--- config.mk ---
export PLATFORM = sky130hd
export DESIGN_NAME = adc_serial_port
export DESIGN_NICKNAME = d
export VERILOG_FILES = /design/src/rtl/adc_sp_pkg.sv /design/src/rtl/adc_sp_edges.sv /design/src/rtl/adc_sp_ctrl.sv /design/src/rtl/adc_sp_data.sv /design/src/rtl/adc_serial_port.sv
export SDC_FILE = /design/constraint.sdc
export NUM_CORES = 1
export LEC_CHECK = 0
export BUFFER_PORTS_ARGS = -buffer_cell sky130_fd_sc_hd__buf_2
export CAP_MARGIN = 5
export CORE_MARGIN = 5
export CORE_UTILIZATION = 50
export CTS_CLUSTER_DIAMETER = 100
export DETAILED_ROUTE_END_ITERATION = 7
export HOLD_SLACK_MARGIN = 0.08
export PLACE_DENSITY_LB_ADDON = 0.3
export SLEW_MARGIN = 20
export SYNTH_ARGS = -nofsm -noshare
export SYNTH_HDL_FRONTEND = slang
export SYNTH_HIERARCHICAL = 1
export SYNTH_SLANG_ARGS = --single-unit
--- constraint.sdc ---
create_clock -name clk -period 3.5 [get_ports clk]
set_input_delay 0.7 -clock clk [delete_from_list [all_inputs] [get_ports clk]]
set_output_delay 0.7 -clock clk [all_outputs]
set_load 0.01 [all_outputs]
--- src/rtl/adc_sp_pkg.sv ---
// Package: shared types for the ADC serial port.
// Assumes: consumers import it before use.
package adc_sp_pkg;

    // Control states of the port
    typedef enum logic [2:0] {
        ST_IDLE      = 3'd0,
        ST_SPI       = 3'd1,
        ST_DSP_ARM   = 3'd2,
        ST_DSP_CONV  = 3'd3,
        ST_DSP_RDY   = 3'd4,
        ST_DSP_SHIFT = 3'd5
    } port_st_e;

    // Commands from the controller to the shift datapath
    typedef enum logic [2:0] {
        OP_HOLD     = 3'd0,
        OP_CLEAR    = 3'd1,
        OP_LOAD_SPI = 3'd2,
        OP_LOAD_DSP = 3'd3,
        OP_SHIFT    = 3'd4
    } shift_op_e;

endpackage

--- src/rtl/adc_sp_edges.sv ---
// Module: adc_sp_edges
// Turns N sampled inputs into one-clock edge events. EDGE_SEL chooses per
// bit whether a rising (1) or falling (0) edge is reported.
// Assumes: inputs are already synchronous to clk or slow enough to sample.
module adc_sp_edges #(
    parameter int          N        = 3,
    parameter logic [N-1:0] EDGE_SEL = '0,
    parameter logic [N-1:0] RST_VAL  = '0
) (
    input  logic         clk,
    input  logic         rst_n,
    input  logic [N-1:0] sig,
    output logic [N-1:0] evt
);

    logic [N-1:0] prev_q;

    // Keep the previous sampled level of every input
    always_ff @(posedge clk) begin
        if (!rst_n) prev_q <= RST_VAL;
        else        prev_q <= sig;
    end

    for (genvar g = 0; g < N; g++) begin : g_edge
        if (EDGE_SEL[g]) begin : g_rise
            // Report a rising edge on this input
            always_comb evt[g] = sig[g] & ~prev_q[g];
        end else begin : g_fall
            // Report a falling edge on this input
            always_comb evt[g] = ~sig[g] & prev_q[g];
        end
    end

endmodule

--- src/rtl/adc_sp_ctrl.sv ---
// Module: adc_sp_ctrl
// Mode selection and frame sequencing. Chooses SPI or DSP mode at the chip
// select fall, issues conversion requests, times the transmit frame-sync
// and tells the shift datapath what to do on each clock.
// Assumes: edge events are single-clock pulses from adc_sp_edges.
module adc_sp_ctrl
    import adc_sp_pkg::*;
#(
    parameter int DSP_BITS = 16,
    localparam int CNT_W   = $clog2(DSP_BITS)
) (
    input  logic      clk,
    input  logic      rst_n,
    input  logic      cs_n,
    input  logic      cs_fall,
    input  logic      sclk_fall,
    input  logic      rfs,
    input  logic      rfs_rise,
    input  logic      conv_done,
    output shift_op_e op,
    output logic      oe,
    output logic      tfs,
    output logic      conv_req
);

    port_st_e         st_q;
    logic [CNT_W-1:0] cnt_q;

    // Sequence the port state, enable, frame-sync and request outputs
    always_ff @(posedge clk) begin
        if (!rst_n) begin
            st_q     <= ST_IDLE;
            cnt_q    <= '0;
            oe       <= 1'b0;
            tfs      <= 1'b0;
            conv_req <= 1'b0;
        end else begin
            conv_req <= 1'b0;
            if (cs_n) begin
                st_q <= ST_IDLE;
                oe   <= 1'b0;
                tfs  <= 1'b0;
            end else begin
                unique case (st_q)
                    ST_IDLE: begin
                        if (cs_fall) begin
                            oe   <= 1'b1;
                            st_q <= rfs ? ST_SPI : ST_DSP_ARM;
                        end
                    end
                    ST_SPI: begin
                        st_q <= ST_SPI;
                    end
                    ST_DSP_ARM: begin
                        if (rfs_rise) begin
                            conv_req <= 1'b1;
                            st_q     <= ST_DSP_CONV;
                        end
                    end
                    ST_DSP_CONV: begin
                        if (conv_done) st_q <= ST_DSP_RDY;
                    end
                    ST_DSP_RDY: begin
                        if (sclk_fall) begin
                            st_q  <= ST_DSP_SHIFT;
                            tfs   <= 1'b1;
                            cnt_q <= '0;
                        end
                    end
                    ST_DSP_SHIFT: begin
                        if (sclk_fall) begin
                            tfs <= 1'b0;
                            if (cnt_q == CNT_W'(DSP_BITS - 1)) st_q <= ST_DSP_ARM;
                            else                               cnt_q <= cnt_q + 1'b1;
                        end
                    end
                    default: st_q <= ST_IDLE;
                endcase
            end
        end
    end

    // Decode the datapath command for this clock
    always_comb begin
        op = OP_HOLD;
        if (cs_n) begin
            op = OP_CLEAR;
        end else begin
            unique case (st_q)
                ST_IDLE:      if (cs_fall)   op = rfs ? OP_LOAD_SPI : OP_CLEAR;
                ST_SPI:       if (sclk_fall) op = OP_SHIFT;
                ST_DSP_RDY:   if (sclk_fall) op = OP_LOAD_DSP;
                ST_DSP_SHIFT: if (sclk_fall) op = OP_SHIFT;
                default:      op = OP_HOLD;
            endcase
        end
    end

endmodule

--- src/rtl/adc_sp_data.sv ---
// Module: adc_sp_data
// Result capture and output shift register. A done strobe stores the
// converter result. Loads copy the stored result into the frame register
// in SPI or DSP layout, and shifts move it out MSB first, filling with 0.
// Assumes: op comes from adc_sp_ctrl and carries one command per clock.
module adc_sp_data
    import adc_sp_pkg::*;
#(
    parameter int  CODE_W  = 14,
    parameter int  STAT_W  = 2,
    parameter int  LEAD_W  = 8,
    localparam int RES_W   = CODE_W + STAT_W,
    localparam int FRAME_W = LEAD_W + RES_W
) (
    input  logic              clk,
    input  logic              rst_n,
    input  shift_op_e         op,
    input  logic              conv_done,
    input  logic [CODE_W-1:0] conv_code,
    input  logic [STAT_W-1:0] conv_stat,
    output logic              sdo
);

    logic [RES_W-1:0]   result_q;
    logic [FRAME_W-1:0] frame_q;

    // Hold the last completed conversion result
    always_ff @(posedge clk) begin
        if (!rst_n)         result_q <= '0;
        else if (conv_done) result_q <= {conv_code, conv_stat};
    end

    // Load, shift or clear the outgoing frame
    always_ff @(posedge clk) begin
        if (!rst_n) begin
            frame_q <= '0;
        end else begin
            unique case (op)
                OP_CLEAR:    frame_q <= '0;
                OP_LOAD_SPI: frame_q <= {{LEAD_W{1'b0}}, result_q};
                OP_LOAD_DSP: frame_q <= {result_q, {LEAD_W{1'b0}}};
                OP_SHIFT:    frame_q <= {frame_q[FRAME_W-2:0], 1'b0};
                default:     frame_q <= frame_q;
            endcase
        end
    end

    assign sdo = frame_q[FRAME_W-1];

endmodule

--- src/rtl/adc_serial_port.sv ---
// Module: adc_serial_port (top)
// Serial output port of a 14-bit converter with an SPI read mode and a
// DSP frame-sync mode. The mode is chosen at each chip select fall.
// Assumes: sclk, cs_n and rfs change slowly compared with clk, so every
// level lasts at least two clk periods.
module adc_serial_port #(
    parameter int  CODE_W   = 14,
    parameter int  STAT_W   = 2,
    parameter int  LEAD_W   = 8,
    localparam int DSP_BITS = CODE_W + STAT_W
) (
    input  logic              clk,
    input  logic              rst_n,
    input  logic              cs_n,
    input  logic              sclk,
    input  logic              rfs,
    input  logic              conv_done,
    input  logic [CODE_W-1:0] conv_code,
    input  logic [STAT_W-1:0] conv_stat,
    output logic              sdo,
    output logic              sdo_en,
    output logic              tfs,
    output logic              conv_req
);
    import adc_sp_pkg::*;

    logic [2:0] evt;
    shift_op_e  op;

    // Edge events: bit 0 cs_n fall, bit 1 sclk fall, bit 2 rfs rise
    adc_sp_edges #(
        .N        (3),
        .EDGE_SEL (3'b100),
        .RST_VAL  (3'b101)
    ) u_edges (
        .clk   (clk),
        .rst_n (rst_n),
        .sig   ({rfs, sclk, cs_n}),
        .evt   (evt)
    );

    adc_sp_ctrl #(
        .DSP_BITS (DSP_BITS)
    ) u_ctrl (
        .clk       (clk),
        .rst_n     (rst_n),
        .cs_n      (cs_n),
        .cs_fall   (evt[0]),
        .sclk_fall (evt[1]),
        .rfs       (rfs),
        .rfs_rise  (evt[2]),
        .conv_done (conv_done),
        .op        (op),
        .oe        (sdo_en),
        .tfs       (tfs),
        .conv_req  (conv_req)
    );

    adc_sp_data #(
        .CODE_W (CODE_W),
        .STAT_W (STAT_W),
        .LEAD_W (LEAD_W)
    ) u_data (
        .clk       (clk),
        .rst_n     (rst_n),
        .op        (op),
        .conv_done (conv_done),
        .conv_code (conv_code),
        .conv_stat (conv_stat),
        .sdo       (sdo)
    );

endmodule

# --- After elaboration in Yosys (flattened, before gate mapping) ---
# Index checks and enable logic that the tools add are counted.
classes:
  n_addsub: 1
  eq_ne: 17
  n_mux: 23
  bitwise_logic: 8
  reduce_logical: 10
op_table:
  columns: ["op", "count"]
  rows:
  - ["case mux 24 bit (4 select lines)", 1]
  - ["two-way mux 3 bit", 9]
  - ["case mux 3 bit (6 select lines)", 1]
  - ["== test 3 x 2 -> 1 bit, second input constant", 4]
  - ["two-way mux 4 bit", 3]
  - ["!= test 2 x 1 -> 1 bit, second input constant", 5]
  - ["== test 3 bit, second input constant", 3]
  - ["case mux 3 bit (3 select lines)", 1]
  - ["case mux 4 bit (2 select lines)", 1]
  - ["== test 3 x 1 -> 1 bit, second input constant", 2]
  - ["two-way mux 2 bit", 3]
  - ["AND reduction 6 bit", 1]
  - ["NOT 1 bit", 5]
  - ["AND reduction 5 bit", 1]
  - ["adder 4 x 1 -> 4 bit, second input constant", 1]
  - ["== test 4 bit, second input constant", 1]
  - ["!= test 2 bit, second input constant", 2]
  - ["nonzero test 4 bit", 1]
  - ["OR reduction 2 bit", 2]
  - ["AND 1 bit", 3]
  - ["logical NOT 3 bit", 1]
  - ["two-way mux 1 bit", 3]
  - ["AND reduction 3 bit", 1]
  - ["OR reduction 3 bit", 1]
  - ["other kinds (3)", 3]
word_totals:
  regBits: 53
  in_bits: 22
  output_inout_bits: 4
  word_cells: 67

# --- Logic depth before layout (Yosys ltp) ---
logic_depth:
  depth_word: 7
  ltp_mapped: 11

# --- Modules after synthesis ---
# Netlist, hierarchy kept.
by_module_without_submodules:
  columns: ["mod", "instances", "cells_each", "area_each_um2", "seq_area_each_um2"]
  rows:
  - ["adc_sp_data", 1, 236, 2058.2, 800.8]
  - ["adc_sp_ctrl", 1, 75, 634.4, 200.2]
  - ["adc_sp_edges", 1, 9, 101.3, 60.1]

# --- Worst setup path before layout ---
# Ideal clock, no wire load.
synth_timing:
  kind: "input to register"
  startpoint: "input port sclk"
  endpoint: "register u_data.frame_q[14]"
  t_arrival_ns: 2.080
  slack_ns: 1.287
  cell_stages: 10
  path_buffers: 2
  cell_sequence: "and2b_2 -> nand3b_1 -> nor2_1 -> a21oi_1 -> nor3_1 -> buf_6 -> buf_2 -> and3b_1 -> o21bai_1 -> a31oi_1"
synth_via:
  elab_chain_cells: 7
  elab_cells_between_ends: 12
  cone_classes: "eq/ne: 4; mux: 5; bitwise: 2; reduce/logical: 1"
synth_rtl:
  columns: ["element", "line", "text"]
  rows:
  - ["from (decl)", "adc_serial_port.sv:15", "input logic sclk,"]
  - ["NOT 1 bit *", "adc_sp_edges.sv:30", "always_comb evt[g] = ~sig[g] & prev_q[g];"]
  - ["AND 1 bit *", "adc_sp_edges.sv:30", null]
  - ["two-way mux 2 bit *", "adc_sp_ctrl.sv:92", "ST_DSP_RDY: if (sclk_fall) op = OP_LOAD_DSP;"]
  - ["case mux 3 bit (3 select lines) *", "adc_sp_ctrl.sv:89", "unique case (st_q)"]
  - ["two-way mux 3 bit *", "adc_sp_ctrl.sv:86", "if (cs_n) begin"]
  - ["via op[1]", "adc_serial_port.sv:28", "shift_op_e op;"]
  - ["== test 3 bit (tied with other cells)", "adc_sp_data.sv:38", "unique case (op)"]
  - ["case mux 24 bit (4 select lines) / nonzero test 4 bit (equally long branches)", null, null]
  - ["to (signal assigned)", "adc_sp_data.sv:40", "OP_LOAD_SPI: frame_q <= {{LEAD_W{1'b0}}, result_q};"]
  - ["to (signal assigned)", "adc_sp_data.sv:41", "OP_LOAD_DSP: frame_q <= {result_q, {LEAD_W{1'b0}}};"]
  - ["to (signal assigned)", "adc_sp_data.sv:42", "OP_SHIFT: frame_q <= {frame_q[FRAME_W-2:0], 1'b0};"]
  - ["to (decl)", "adc_sp_data.sv:25", "logic [FRAME_W-1:0] frame_q;"]
# The timed path passes the listed nets; every way through them passes the cells marked *.
# A chain may end at the register's enable or synchronous reset.

# --- Final worst setup path ---
layout_timing:
  startpoint: "register u_ctrl.st_q[1]"
  endpoint: "register u_data.frame_q[23]"
layout_via:
  elab_chain_cells: 6
  elab_cells_between_ends: 13
  cone_classes: "eq/ne: 7; mux: 3; reduce/logical: 3"
layout_rtl:
  columns: ["element", "line", "text"]
  rows:
  - ["from (decl)", "adc_sp_ctrl.sv:26", "port_st_e st_q;"]
  - ["from (signal assigned)", "adc_sp_ctrl.sv:48", "st_q <= rfs ? ST_SPI : ST_DSP_ARM;"]
  - ["== test 3 x 1 -> 1 bit / == test 3 bit (equally long branches)", "adc_sp_ctrl.sv:89", null]
  - ["OR reduction 2 bit (no line)", null, null]
  - ["case mux 3 bit (3 select lines) *", "adc_sp_ctrl.sv:89", null]
  - ["two-way mux 3 bit *", "adc_sp_ctrl.sv:86", null]
  - ["via op[0]", "adc_serial_port.sv:28", null]
  - ["== test 3 bit (tied with other cells)", "adc_sp_data.sv:38", null]
  - ["case mux 24 bit (4 select lines) / nonzero test 4 bit (equally long branches)", null, null]
# Marks and branches as above.

==> run summary <==
Standard cell core area: 5470 um2. For the count of synthesis-stage warnings from yosys, the log shows 6. The post-route netlist has 15.7% of its cells at a drive strength greater than 1.

In this run the tool buffered the top-level ports with 25 buffer cells. The logs give 354 for the net count of the finished layout and 0 for the max-capacitance violation count. The number of clock sinks was 53.

The tools report the beginning of the worst hold path as u_data/frame_q[21]. The total wirelength of the detailed-routed design came out at 6250 um. Of all nets on the critical path, the largest fanout is 18.

The most critical setup path has its startpoint at u_ctrl/st_q[1]. The worst-case register-to-register setup slack is 0.99 ns. Entering global routing, the biggest net connects 41 pins.

The post-DP HPWL is 4090 um, and the worst-margin pin slew is 0.658 ns. The die is 84.8 um tall. The critical path goes through nand3b_1 > nor2_1 > a211o_1 > nor3b_4 > nand2_1 > a31oi_1. After clock tree synthesis, the clock-pin slew on the worst setup and hold paths is 0.10 ns.

The clock arrives with 0.00849 ns of skew. The post-route minimum period works out to 2.51 ns. The number of slew-limit violations in the final report was 0; the synthesis-stage register bit count was 53. After detailed routing, the number of remaining DRC violations is 0. After clock tree synthesis, the repair step resized 0 gates. Sequential elements use 38.0% of the synthesized area. The tree is rooted in a sky130_fd_sc_hd__clkbuf_8. The run gives 2219 as the via count of the first global-routing pass. The tools report the nature of the critical path startpoint as a register.

Across every metal layer, demand over resource in global routing totals 17.8%. Buffers added to address setup during post-CTS repair amount to 0. The die width is 84.8 um.

The biggest area contributor in the post-synthesis netlist is sky130_fd_sc_hd__dfxtp_1. For this design the static power due to leakage is 1.18 nW. The initial utilization of the core area, before any placement, comes to 51.1%.

The share of synthesized registers carrying an async set or reset was 0%; the data arrival at the endpoint of the critical path was 2.75 ns. The worst hold path belongs to the class register to register. The first global-routing pass estimated 10700 um of wire.

For this design the ratio of total power to cell area is 384 nW/um2. The largest single stage delay on the critical path is 0.72 ns. The routability congestion estimate from global placement came out at 0.798. The vias per cell came out at 5.94.

The part of the cycle the worst path needs was 71.7%. The routed wirelength normalized by instance count came out at 15.5 um. In this run the number of H-tree levels came out at 2.

The worst pin sits at a relative slew slack of 56.1%. The top-area cell type share of the netlist area was 38.0%. The tools report the synthesized netlist net count as 343. Setup repair after global routing left no endpoint under its margin. The accumulated negative setup slack came out at 0 ns. Data on the critical path is required at its endpoint by 3.74 ns. The number of buffers on the longest clock path was 2. The total via count in the routed design was 2398. The worst register-to-register path begins at u_ctrl/st_q[1]. Cells fill 55.0% of the core in the end. Once routing completed, OpenROAD measured the worst setup slack at 0.989 ns.

The number of clock buffers added by TritonCTS is 5. By startpoint and endpoint, the worst setup path is classified as register to register. The starting DRC count in detailed routing came out at 260.

Static timing analysis puts the maximum clock frequency at 0.398 GHz. Number of hold violations in the final report: 0. The number of rows in the core area was 27; the I/O pin count was 26. The floorplan step defined a die boundary enclosing 7180 um2.

The area growth from synthesis to layout was 7.79%. The average cell area after synthesis was 8.73 um2; the worst IR drop on VDD was 243 uV. In the layout the commonest cells are 53 x sky130_fd_sc_hd__dfxtp_1, 37 x sky130_fd_sc_hd__o21ai_0, 25 x sky130_fd_sc_hd__buf_2.

Clock insertion delay at the later pin of the skew report: 0.31 ns. The run finished with clean final reports. By area the synthesized netlist is led by sky130_fd_sc_hd__dfxtp_1 38%, sky130_fd_sc_hd__mux2i_1 6.8%, sky130_fd_sc_hd__o21ai_0 6.6%.

The count of hold buffers inserted by post-cts repair is 0, and the final total power is 1.16 mW. The number of enable-type register cells in the synthesized netlist was 0. Number of unique standard cell types used by synthesis: 49. The most used flip-flop cell after synthesis is sky130_fd_sc_hd__dfxtp_1. The tools report the number of antenna violations at the first check in global routing as 0. The pre-CTS worst setup slack came out at 0.767 ns. The logs give 2790 um2 for the post-synthesis instance area and 0 for the total overflow reported by the global router. TritonCTS built the clock tree. Post-synthesis instance total: 320. For this design, the slowest cell found on the critical path is sky130_fd_sc_hd__dfxtp_1. The library cell used most frequently in the layout, excluding fill and tap cells, is sky130_fd_sc_hd__dfxtp_1. Once detail routing completed, the nets flagged for antenna violations numbered 0. Setup violations remaining at the end of the flow were counted as 0.

STA classifies the critical path endpoint as a register. First-pass iteration count of the detailed router: 4. The antenna diode count was 0.
## synthesized netlist by cell type (2+ instances only)
master                     number
sky130_fd_sc_hd__a21oi_1        7
sky130_fd_sc_hd__nor3b_1        8
sky130_fd_sc_hd__and3b_1       15
sky130_fd_sc_hd__o21bai_1       7
sky130_fd_sc_hd__nor3_1         2
sky130_fd_sc_hd__clkbuf_2       4
sky130_fd_sc_hd__and2_2         2
sky130_fd_sc_hd__nand2b_1       3
sky130_fd_sc_hd__buf_4          4
sky130_fd_sc_hd__o21ai_0       37
sky130_fd_sc_hd__mux2i_1       19
sky130_fd_sc_hd__nand3b_1       4
sky130_fd_sc_hd__a31oi_1       23
sky130_fd_sc_hd__and3_1         2
sky130_fd_sc_hd__o21ai_1        4
sky130_fd_sc_hd__clkbuf_1       8
sky130_fd_sc_hd__nand2_1       24
sky130_fd_sc_hd__a21o_1         2
sky130_fd_sc_hd__buf_6          5
sky130_fd_sc_hd__dfxtp_1       53
sky130_fd_sc_hd__nand3_1        2
sky130_fd_sc_hd__a211oi_1       3
sky130_fd_sc_hd__buf_2          7
sky130_fd_sc_hd__inv_1          4
sky130_fd_sc_hd__a32oi_1        8
sky130_fd_sc_hd__and2_1        15
sky130_fd_sc_hd__nor2_1        23
sky130_fd_sc_hd__nor2b_1        4
## registers in the layout (all words and copies together), names as in the netlist
name,count
u_ctrl/tfs,1
u_edges/prev_q,3
u_ctrl/cnt_q,4
u_ctrl/conv_req,1
u_data/result_q,16
u_ctrl/st_q,3
u_data/frame_q,24
u_ctrl/oe,1
## metrics by stage
| stage | hold WS, ns | instances | cell area (um2) |
|---|---|---|---|
| finish | 0.486 | 404 | 3010 |
| global route | 0.523 | 404 | 3010 |
| CTS | 0.491 | 404 | 3010 |
| detailed placement | 0.477 | 396 | 2900 |
| global placement | 0.470 | 396 | 2900 |
| floorplan | 0.453 | 320 | 2790 |
## layer usage
| layer | part of all wire [%] | global-route usage (%) |
|---|---|---|
| met5 | 0 | 0 |
| met3 | 4.4 | 3.34 |
| met2 | 47 | 28.0 |
| met4 | 1.3 | 5.90 |
| met1 | 47 | 24.5 |
## power by group
| group | switching, mW | internal (mW) |
|---|---|---|
| sequential | 0.0144 | 0.619 |
| combinational | 0.0558 | 0.0446 |
| clock | 0.209 | 0.215 |
| total | 0.279 | 0.878 |
## path summary, 6_finish.rpt
path	endpoint	cells after the start
setup reg to reg	u_data/frame_q[23]	6
hold reg to reg	u_data/frame_q[22]	2
hold / removal	u_data/frame_q[22]	2
setup / recovery	u_data/frame_q[23]	6
## kinds of logic after synthesis
kind of cell,after synthesis,share of synthesized area [%]
AOI/OAI and AO/OA,100,22.9
adders and majority gates,1,0.448
buffers and inverters,33,6.81
DFF,53,38.0
muxes,20,7.34
and+or+nand+nor,113,24.5
## worst max-delay path: cells and delay by family, from the launching register on
family             cells  cell delay [ns]
DFF                    1             0.72
AOI/OAI and AO/OA      2             0.63
and+or+nand+nor        4             1.09
## layout make-up
| type | count | area, um2 |
|---|---|---|
| Clock buffer | 6 | 72.6 |
| Sequential cell | 53 | 1060 |
| Fill cell | 533 | 2460 |
| Tap cell | 72 | 90.1 |
| Multi-Input combinational cell | 234 | 1550 |
| Clock inverter | 2 | 38.8 |
| Timing Repair Buffer | 32 | 178 |
| Inverter | 5 | 18.8 |
No activity file was read; power rests on OpenSTA's default activity.
